[config.mk]
export PLATFORM = sky130hd
export DESIGN_NAME = unit_clk_ctrl
export DESIGN_NICKNAME = d
export VERILOG_FILES = /design/src/rtl/ucc_pkg.sv /design/src/rtl/ucc_decode.sv /design/src/rtl/ucc_gate_cell.sv /design/src/rtl/unit_clk_ctrl.sv
export SDC_FILE = /design/constraint.sdc
export NUM_CORES = 1
export LEC_CHECK = 0
export CAP_MARGIN = 0
export CORE_MARGIN = 5
export CORE_UTILIZATION = 27
export CTS_CLUSTER_DIAMETER = 120
export CTS_CLUSTER_SIZE = 14
export DETAILED_ROUTE_END_ITERATION = 16
export GPL_TIMING_DRIVEN = 1
export HOLD_SLACK_MARGIN = 0.08
export PLACE_DENSITY_LB_ADDON = 0.15
export SYNTH_ARGS = -nofsm -noshare
export SYNTH_HDL_FRONTEND = slang
export SYNTH_SLANG_ARGS = --single-unit
[constraint.sdc]
create_clock -name clk -period 1.4 [get_ports clk]
set_clock_uncertainty 0.15 [all_clocks]
set_input_delay 0.14 -clock clk [delete_from_list [all_inputs] [get_ports clk]]
set_output_delay 0.14 -clock clk [all_outputs]
set_load 0.02 [all_outputs]
[src/rtl/ucc_pkg.sv]
package ucc_pkg;

  localparam int OPW = 7;
  localparam int F3W = 3;
  localparam int F7W = 7;
  localparam int RDW = 5;

  localparam logic [OPW-1:0] OP_RR  = 7'b0110011;
  localparam logic [OPW-1:0] OP_IAR = 7'b0010011;
  localparam logic [OPW-1:0] OP_LD  = 7'b0000011;
  localparam logic [OPW-1:0] OP_ST  = 7'b0100011;
  localparam logic [OPW-1:0] OP_BR  = 7'b1100011;

  localparam logic [F7W-1:0] F7_BASE = 7'b0000000;
  localparam logic [F7W-1:0] F7_ALT  = 7'b0100000;

  // Stages that own a gated functional unit
  localparam int NSTG   = 3;
  localparam int STG_EX = 0;
  localparam int STG_MEM = 1;
  localparam int STG_WB = 2;

  // Functional-unit slots in the gate-cell vector
  localparam int NUNIT  = 3;
  localparam int U_ALU  = 0;
  localparam int U_DMEM = 1;
  localparam int U_RFW  = 2;

  typedef enum logic [2:0] {
    CLS_NONE,
    CLS_RR,
    CLS_IAR,
    CLS_LD,
    CLS_ST,
    CLS_BR
  } icls_e;

  function automatic logic cls_uses_alu(icls_e c);
    return (c == CLS_RR) || (c == CLS_IAR) || (c == CLS_BR);
  endfunction

  function automatic logic cls_uses_dmem(icls_e c);
    return (c == CLS_LD) || (c == CLS_ST);
  endfunction

  function automatic logic cls_writes_reg(icls_e c);
    return (c == CLS_RR) || (c == CLS_IAR) || (c == CLS_LD);
  endfunction

endpackage

[src/rtl/ucc_decode.sv]
module ucc_decode
  import ucc_pkg::*;
(
  input  logic [OPW-1:0] op_i,
  input  logic [F3W-1:0] f3_i,
  input  logic [F7W-1:0] f7_i,
  output icls_e          cls_o
);

  logic f7_base, f7_alt;

  assign f7_base = (f7_i == F7_BASE);
  assign f7_alt  = (f7_i == F7_ALT);

  always_comb begin
    cls_o = CLS_NONE;
    unique case (op_i)
      OP_RR: begin
        // alternate funct7 only for sub and sra
        if (f7_base || (f7_alt && (f3_i == 3'b000 || f3_i == 3'b101)))
          cls_o = CLS_RR;
      end
      OP_IAR: begin
        unique case (f3_i)
          3'b001:  if (f7_base) cls_o = CLS_IAR;
          3'b101:  if (f7_base || f7_alt) cls_o = CLS_IAR;
          default: cls_o = CLS_IAR;
        endcase
      end
      OP_LD: begin
        unique case (f3_i)
          3'b000, 3'b001, 3'b010, 3'b100, 3'b101: cls_o = CLS_LD;
          default: cls_o = CLS_NONE;
        endcase
      end
      OP_ST: begin
        if (f3_i <= 3'b010) cls_o = CLS_ST;
      end
      OP_BR: begin
        if (f3_i != 3'b010 && f3_i != 3'b011) cls_o = CLS_BR;
      end
      default: cls_o = CLS_NONE;
    endcase
  end

endmodule

[src/rtl/ucc_gate_cell.sv]
module ucc_gate_cell (
  input  logic clk,
  input  logic rst_n,
  input  logic req_i,
  output logic en_o,
  output logic gclk_o
);

  // Captured while the clock falls, so the AND input is steady for the whole high phase
  always_ff @(negedge clk or negedge rst_n) begin
    if (!rst_n) en_o <= 1'b0;
    else        en_o <= req_i;
  end

  assign gclk_o = clk & en_o;

endmodule

[src/rtl/unit_clk_ctrl.sv]
module unit_clk_ctrl
  import ucc_pkg::*;
#(
  parameter int NPR = 4
) (
  input  logic            clk,
  input  logic            rst_n,
  input  logic [6:0]      ex_op_i,
  input  logic [2:0]      ex_f3_i,
  input  logic [6:0]      ex_f7_i,
  input  logic            ex_valid_i,
  input  logic [6:0]      mem_op_i,
  input  logic [2:0]      mem_f3_i,
  input  logic            mem_valid_i,
  input  logic [6:0]      wb_op_i,
  input  logic [2:0]      wb_f3_i,
  input  logic [6:0]      wb_f7_i,
  input  logic [4:0]      wb_rd_i,
  input  logic            wb_valid_i,
  input  logic [2:0]      flush_i,
  input  logic [NPR-1:0]  hold_i,
  input  logic            idle_i,
  output logic            alu_en_o,
  output logic            dmem_en_o,
  output logic            rfw_en_o,
  output logic [NPR-1:0]  preg_en_o,
  output logic            alu_gclk_o,
  output logic            dmem_gclk_o,
  output logic            rfw_gclk_o,
  output logic [NPR-1:0]  preg_gclk_o
);

  localparam int NCELL    = NUNIT + NPR;
  localparam int HOLD_EX  = NPR - 2;  // register written by execute
  localparam int HOLD_MEM = NPR - 1;  // register written by memory

  logic [OPW-1:0] stg_op    [NSTG];
  logic [F3W-1:0] stg_f3    [NSTG];
  logic [F7W-1:0] stg_f7    [NSTG];
  logic           stg_valid [NSTG];
  icls_e          stg_cls   [NSTG];
  logic [NSTG-1:0] stg_live;

  assign stg_op[STG_EX]     = ex_op_i;
  assign stg_f3[STG_EX]     = ex_f3_i;
  assign stg_f7[STG_EX]     = ex_f7_i;
  assign stg_valid[STG_EX]  = ex_valid_i;
  assign stg_op[STG_MEM]    = mem_op_i;
  assign stg_f3[STG_MEM]    = mem_f3_i;
  assign stg_f7[STG_MEM]    = '0;       // loads and stores carry no funct7
  assign stg_valid[STG_MEM] = mem_valid_i;
  assign stg_op[STG_WB]     = wb_op_i;
  assign stg_f3[STG_WB]     = wb_f3_i;
  assign stg_f7[STG_WB]     = wb_f7_i;
  assign stg_valid[STG_WB]  = wb_valid_i;

  generate
    for (genvar s = 0; s < NSTG; s++) begin : g_stage
      ucc_decode u_dec (
        .op_i  (stg_op[s]),
        .f3_i  (stg_f3[s]),
        .f7_i  (stg_f7[s]),
        .cls_o (stg_cls[s])
      );
      // a flushed or empty stage is a bubble
      assign stg_live[s] = stg_valid[s] && !flush_i[s] && !idle_i;
    end
  endgenerate

  logic [NCELL-1:0] req, en, gclk;

  always_comb begin
    req = '0;
    req[U_ALU]  = stg_live[STG_EX] && cls_uses_alu(stg_cls[STG_EX]) && !hold_i[HOLD_EX];
    req[U_DMEM] = stg_live[STG_MEM] && cls_uses_dmem(stg_cls[STG_MEM]) && !hold_i[HOLD_MEM];
    req[U_RFW]  = stg_live[STG_WB] && cls_writes_reg(stg_cls[STG_WB]) && (wb_rd_i != '0);
    for (int k = 0; k < NPR; k++) begin
      req[NUNIT+k] = !idle_i && !hold_i[k];
    end
  end

  generate
    for (genvar c = 0; c < NCELL; c++) begin : g_cell
      ucc_gate_cell u_cell (
        .clk    (clk),
        .rst_n  (rst_n),
        .req_i  (req[c]),
        .en_o   (en[c]),
        .gclk_o (gclk[c])
      );
    end
  endgenerate

  assign alu_en_o    = en[U_ALU];
  assign dmem_en_o   = en[U_DMEM];
  assign rfw_en_o    = en[U_RFW];
  assign preg_en_o   = en[NCELL-1:NUNIT];
  assign alu_gclk_o  = gclk[U_ALU];
  assign dmem_gclk_o = gclk[U_DMEM];
  assign rfw_gclk_o  = gclk[U_RFW];
  assign preg_gclk_o = gclk[NCELL-1:NUNIT];

endmodule

==> results_dict.tcl, run 1 <==
set metrics [dict create \
    cp_max_fo 2 \
    grt_overflow 0 \
    grt_pass1_vias 963 \
    largest_reg_flops 7 \
    met2_usage_pct 28.5 \
    vdd_drop_max_uv 457 \
    path_clk_slew_ps 40 \
    die-height_um 56.3 \
    start_util_pct 28.9 \
    drive_gt1_share_pct 41.6 \
    powerDensity_mw_per_mm2 672 \
    grt_max_degree 8 \
    drt_wl_total_mm 2.71 \
    cp-end-kind "output pin" \
    wl_per_cell_um 14.4 \
    worst_slack_ps -659 \
    grt_first_pass_wirelength_mm 3.80 \
    gr-max-usage-layer "met2" \
    drt_pre_antenna_iters 4 \
    maxSlewViolCount 0 \
    hold_slack_ps 481 \
    core.rowCount 16 \
    drt_iter0_markers 10 \
    setup_viol 23 \
    largest_registers "g_cell.u_cell.en_o x7" \
    nets 223 \
    grt_use_met3_pct 5.50 \
    io_pins 76 \
    top_register "g_cell.u_cell.en_o" \
    synth_edf_count 0 \
    yosys_warnings 0 \
    syn2layout_area_growth_pct 179 \
    die-area_mm2 0.00317 \
    vias_per_cell 4.85 \
    p_leak_nw 0.818 \
    gr-usage-all-layers_pct 16.2 \
    use_met1_pct 13.5 \
    startpoint_type "flop" \
    gp_congestion 0.827 \
    outcome "complete, but fails checks" \
    worstHoldPathType "clock port to output pin" \
    synth_seq_cells 7 \
    core_area_mm2 0.00200 \
    ctsHoldBuffers 0 \
    antennaDiodeCount 0 \
    yosysSeqAreaShare_pct 30.3 \
    grt_antenna_before_repair 0 \
    vias 911 \
    setup_tns_ps -8970 \
    cts_tree "yes" \
    hold_end "preg_gclk_o[0]" \
    die_w_um 56.3 \
    synth_area_um2 578 \
    synth_nets 132 \
    final_hold_viol_count 0 \
    worstPathRequired_ps 1110 \
    async_flop_share_pct 100 \
    syn_inst 70 \
    worst_pin_slew_ps 301 \
    hold_start "clk" \
    path_class "flop to output pin" \
    antenna_left 0 \
    rsz0062_at_grt "true" \
    cap_violations 0 \
    arrival_ps 1770 \
    violations "negative setup slack" \
    slew_headroom_pct 79.6 \
    io_buffers 75 \
    syn_area_per_cell_um2 8.26 \
    ys_types 30 \
    min_path_cells 4 \
    drc_errors 0 \
    synthFlopType "dfrtn_1" \
]
==> cell type report <==
class,instances,area [µm²]
Clock buffer,15,135
Clock inverter,1,3.75
Fill cell,134,388
Inverter,4,15.0
Multi-Input combinational cell,51,460
Sequential cell,7,175
Tap cell,27,33.8
Timing Repair Buffer,83,791
==> through the flow <==
step           power, mW  cell area [µm²]  std cells  util [%]  setup WS (ps)
2_1_floorplan      0.421              632         70         -           -540
3_3_place_gp       0.626             1440        177      71.8           -977
3_5_place_dp       0.634             1440        177      71.8           -990
4_1_cts             1.09             1510        186      75.4           -683
5_1_grt             1.15             1610        188      80.6           -695
6_report            1.08             1610        188      80.6           -659
==> cells in the mapped netlist, types with 2 or more instances <==
master    n  area, µm²
nand2b_1  2       12.5
nor3_1    2       10.0
nor4b_1   3       26.3
nand3_1   2       10.0
o21ai_0   2       10.0
nor2_1    7       26.3
buf_4     8       60.1
dfrtn_1   7        175
o22ai_1   2       12.5
inv_1     4       15.0
and2_1    7       43.8
a21oi_1   2       10.0
nand2_1   5       18.8
==> worst max path at each step <==
| stage | from | end | cells past startpoint |
|---|---|---|---|
| after detailed placement | ex_f7_i[1] | g_cell[0].u_cell.en_o | 5 |
| after CTS | g_cell[1].u_cell.en_o | dmem_gclk_o | 2 |
| after floorplan | ex_f7_i[1] | g_cell[0].u_cell.en_o | 4 |
| final | g_cell[1].u_cell.en_o | dmem_gclk_o | 2 |
| after global placement | ex_f7_i[1] | g_cell[0].u_cell.en_o | 5 |
| after global routing | g_cell[1].u_cell.en_o | dmem_gclk_o | 2 |
==> cells by family after synthesis <==
family / count (synthesis) / synth area share [%]
AO/OA/AOI/OAI: 14 / 18.2
AND/OR/NAND/NOR: 36 / 37.0
XOR/XNOR: 1 / 1.52
flip-flops: 7 / 30.3
buffers and inverters: 12 / 13.0
==> worst max-delay path, stage by stage (launching register included) <==
cell	delay (ps)
dfrtn_1	430
and2_4	150
buf_6	110
==> report_power, final <==
part	internal (mW)	total, mW	switching (mW)
sequential	0.210	0.214	0.00413
combinational	0.184	0.285	0.101
clock	0.345	0.586	0.241
total	0.738	1.08	0.346
==> layout by cell type (no fill, tap or decap), types with 2 or more instances in the layout <==
cell / count
clkbuf_2: 2
nor2_1: 7
buf_4: 13
or4_4: 2
dfrtn_1: 7
buf_2: 3
inv_1: 5
clkdlybuf4s50_1: 15
dlymetal6s2s_1: 9
nand2_1: 5
clkbuf_4: 7
buf_6: 18
clkdlybuf4s15_1: 6
a2111oi_4: 2
dlygate4sd2_1: 23
and2_4: 7
a21oi_1: 2
==> routing by layer <==
layer	up-vias	wire length, µm	share of wire, %
li1	432	-	-
met1	412	790	29
met4	0	125	4.6
met3	13	221	8.2
met5	-	0	0
met2	54	1570	58
==> repair_timing <==
action,4_1_cts,5_1_grt
pin swaps,22,16
setup endpoints to repair,26,23
setup buffers,0,2
gates cloned,0,0
gates resized for setup,152,26
No activity file was read; power rests on OpenSTA's default activity.
==> run 2, diff against run 1 <==
Settings changed: CELL_PAD_IN_SITES_DETAIL_PLACEMENT set to 0, CELL_PAD_IN_SITES_GLOBAL_PLACEMENT set to 1, CORE_UTILIZATION 27 to 16.
==> results_dict.tcl, run 2 (synthesized netlist as in run 1, its figures left out) <==
set metrics [dict create \
    gp_congestion 0.691 \
    drive_gt1_share_pct 45.1 \
    rsz0062_at_grt "true" \
    crit_cells 2 \
    syn2layout_area_growth_pct 179 \
    cp.buffers_inverters 1 \
    grt_overflow 0 \
    grt_max_degree 8 \
    worstPathRequired_ps 1110 \
    antennaDiodeCount 0 \
    wl_per_cell_um 12.1 \
    path_delay_family "flip-flops" \
    worst_slack_ps -633 \
    dp_hpwl_mm 2.10 \
    arrival_ps 1740 \
    outcome "complete, but fails checks" \
    worst_pin_slew_ps 247 \
    drt_wl_total_mm 2.51 \
    cts_tree "yes" \
    slew_headroom_pct 83.4 \
    final_hold_viol_count 0 \
    top_register "g_cell.u_cell.en_o" \
    grt_first_pass_wirelength_mm 3.85 \
    dpl_cell_area_mm2 0.00146 \
    startpoint_type "flop" \
    grt_antenna_before_repair 0 \
    cp_max_fo 2 \
    met2_usage_pct 15.2 \
    power_mw 1.07 \
    setup_viol 23 \
    use_met1_pct 9.99 \
    core.rowCount 21 \
    ctsHoldBuffers 0 \
    final_cell_area_mm2 0.00161 \
    drt_iter0_markers 3 \
    crit_slowest_cell "dfrtn_1" \
    vdd_drop_max_uv 228 \
    core_area_mm2 0.00342 \
    worstPathCellList "and2_4 > buf_6" \
    path_class "flop to output pin" \
    grt_use_met3_pct 5.45 \
    largest_reg_flops 7 \
    nets 224 \
    drc_errors 0 \
    gr-usage-all-layers_pct 9.79 \
    io_pins 76 \
    die-height_um 70.1 \
    vias_per_cell 4.23 \
    slowest_delay_ps 420 \
    cp-end-kind "output pin" \
    powerDensity_mw_per_mm2 664 \
    vias 880 \
    worstHoldPathType "clock port to output pin" \
    maxSlewViolCount 0 \
    drt_pre_antenna_iters 3 \
    critPathLaunch "g_cell[6].u_cell.en_o" \
    largest_registers "g_cell.u_cell.en_o x7" \
    hold_slack_ps 480 \
    io_buffers 75 \
    violations "negative setup slack" \
    die_w_um 70.1 \
    final_cell_mix "19 x dlygate4sd2_1, 19 x clkdlybuf4s50_1, 16 x buf_4, 15 x buf_6" \
    grt_pass1_vias 1002 \
    p_leak_nw 0.795 \
    antenna_left 0 \
    path_clk_slew_ps 40 \
    endpoint "preg_gclk_o[3]" \
    gr-max-usage-layer "met2" \
    die-area_mm2 0.00491 \
    start_util_pct 16.9 \
    hold_start "clk" \
    cap_violations 0 \
    num-fill-cells 365 \
]
[run 2: timing repair]
item | CTS | global route
setup buffers | 3 | 0
pin swaps | 22 | 14
endpoints found under the setup margin | 28 | 23
resized for setup | 140 | 37
[run 2: worst min path at each step]
stage	end	slack (ps)	cells past startpoint
CTS	preg_gclk_o[1]	500	4
floorplan	alu_gclk_o	140	1
global route	preg_gclk_o[0]	500	4
detailed placement	preg_gclk_o[0]	670	2
global placement	preg_gclk_o[1]	670	2
finish	preg_gclk_o[0]	480	4
[run 2: power breakdown]
part / switching [mW] / internal [mW] / leakage, nW
sequential: 0.00346 / 0.210 / 0.0935
combinational: 0.0950 / 0.187 / 0.589
clock: 0.231 / 0.344 / 0.113
[run 2: through the flow]
step	setup slack, ps	util (%)	std cells	setup TNS [ps]
6_report	-633	47.2	208	-8570
3_3_place_gp	-991	42.7	196	-13380
2_1_floorplan	-540	-	70	-3480
3_5_place_dp	-1020	42.7	196	-13500
4_1_cts	-620	44.8	208	-8830
5_1_grt	-680	47.2	208	-9260
[run 2: final cells by class]
cell class / instances / area (µm²) / share of cell area (%)
Timing Repair Buffer: 84 / 774 / 48.0
Multi-Input combinational cell: 51 / 452 / 28.0
Sequential cell: 7 / 175 / 10.9
Clock buffer: 15 / 135 / 8.38
Tap cell: 46 / 57.6 / 3.57
Inverter: 4 / 15.0 / 0.931
Clock inverter: 1 / 3.75 / 0.233
[run 2: metal layers]
metal,vias to the layer above,part of all wire [%]
li1,438,-
met1,392,36
met2,50,54
met3,0,10
met4,0,0
met5,-,0
==> run 3, diff against run 2 <==
Settings changed: CORE_ASPECT_RATIO set to 0.7.
==> results_dict.tcl, run 3 (synthesized netlist as in run 1, its figures left out) <==
set metrics [dict create \
    outcome "complete, but fails checks" \
    violations "negative setup slack" \
    vias_per_cell 4.08 \
    grt_overflow 0 \
    finish.utilization_pct 48.3 \
    nets 228 \
    wl_per_cell_um 12.4 \
    largest_registers "g_cell.u_cell.en_o x7" \
    grt_max_degree 6 \
    p_clk_share_pct 62.0 \
    core_area_mm2 0.00351 \
    start_util_pct 16.5 \
    grt_pass1_vias 1035 \
    core.rowCount 18 \
    slew_headroom_pct 80.0 \
    cp_max_fo 2 \
    grt_antenna_before_repair 1 \
    switchingPower_mw 0.364 \
    vias 881 \
    drt_pre_antenna_iters 4 \
    p_int_mw 0.948 \
    dp_hpwl_mm 2.24 \
    vdd_drop_max_uv 442 \
    cp-end-kind "output pin" \
    p_seq_share_pct 16.3 \
    die-height_um 60.3 \
    rsz0062_at_grt "true" \
    largest_reg_flops 7 \
    top_register "g_cell.u_cell.en_o" \
    cts_tree "yes" \
    arrival_ps 1720 \
    dp_cells 201 \
    final_cell_area_mm2 0.00170 \
    ctsHoldBuffers 0 \
    startpoint_type "flop" \
    drt_wl_total_mm 2.69 \
    setup_viol 24 \
    swShare_pct 27.8 \
    dpl_cell_area_mm2 0.00146 \
    path_class "flop to output pin" \
    die-area_mm2 0.00493 \
    gr-usage-all-layers_pct 11.3 \
    syn2layout_area_growth_pct 193 \
    grt_first_pass_wirelength_mm 4.02 \
    maxSlewViolCount 0 \
    final_hold_viol_count 0 \
    drc_errors 0 \
    drive_gt1_share_pct 42.2 \
    final_cells 216 \
    powerDensity_mw_per_mm2 774 \
    drt_iter0_markers 17 \
    p_leak_nw 0.851 \
    critPathLaunch "g_cell[0].u_cell.en_o" \
    setup_tns_ps -8660 \
    io_buffers 75 \
    power_frac_comb_pct 21.7 \
    path_clk_slew_ps 30 \
    antenna_left 0 \
    worstPathRequired_ps 1110 \
    worst_slack_ps -606 \
    final_cell_mix "24 x dlygate4sd2_1, 20 x buf_4, 16 x buf_6, 15 x clkdlybuf4s50_1, 10 x dlymetal6s2s_1" \
    worstHoldPathType "clock port to output pin" \
    final_common_cell "dlygate4sd2_1" \
    antennaDiodeCount 0 \
    hold_start "clk" \
    die_w_um 81.8 \
    gp_congestion 0.745 \
    cap_violations 0 \
    worst_pin_slew_ps 300 \
    io_pins 76 \
]
## run 3: changes by cell type in the layout (fill, tap and decap cells not counted), sizes merged
| cell | change |
|---|---|
| dlymetal6s2s | +3 |
| clkbuf | -3 |
| inv | -1 |
| clkdlybuf4s50 | -4 |
| dlygate4sd2 | +5 |
| buf | +4 |
## run 3: per-stage QoR
stage / power, mW / hold WS (ps) / worst slack, ps
5_1_grt: 1.42 / 474 / -655
6_report: 1.31 / 451 / -606
3_5_place_dp: 0.635 / 673 / -1020
3_3_place_gp: 0.630 / 673 / -995
2_1_floorplan: 0.421 / 138 / -540
4_1_cts: 1.32 / 461 / -612
## run 3: timing repair
action,4_1_cts,5_1_grt
resized for setup,145,25
pin swaps,22,15
setup endpoints to repair,28,24
setup buffers,3,3
## run 3: power by group through the flow
stage	Clock, mW	Sequential [mW]	Combinational, mW
after floorplan	0.144	0.216	0.0606
after global placement	0.130	0.215	0.285
after detailed placement	0.130	0.216	0.289
after CTS	0.841	0.214	0.267
after global routing	0.891	0.214	0.310
final	0.813	0.213	0.285
## run 3: path summary, 6_finish.rpt
kind                       cells past startpoint               endpoint
hold / removal                                 4         preg_gclk_o[2]
setup / recovery                               2             alu_gclk_o
max in group asynchronous                      2  g_cell[3].u_cell.en_o
min in group asynchronous                      2  g_cell[0].u_cell.en_o
## run 3: final cells by class
class	count	area (µm²)
Clock buffer	16	183
Fill cell	365	1820
Inverter	4	15.0
Multi-Input combinational cell	51	443
Sequential cell	7	175
Tap cell	50	62.6
Timing Repair Buffer	88	817
## run 3: layer usage
layer	track usage, %	up-vias	share of wire (%)
met5	0	-	0.48
met4	7.35	2	0.037
met3	9.19	2	10
met2	16.3	48	50
met1	11.1	386	39
li1	-	443	-
## run 3: worst max-delay path, cell delays in order (launching register included)
cell,delay [ps]
dfrtn_1,400
and2_4,140
buf_6,110
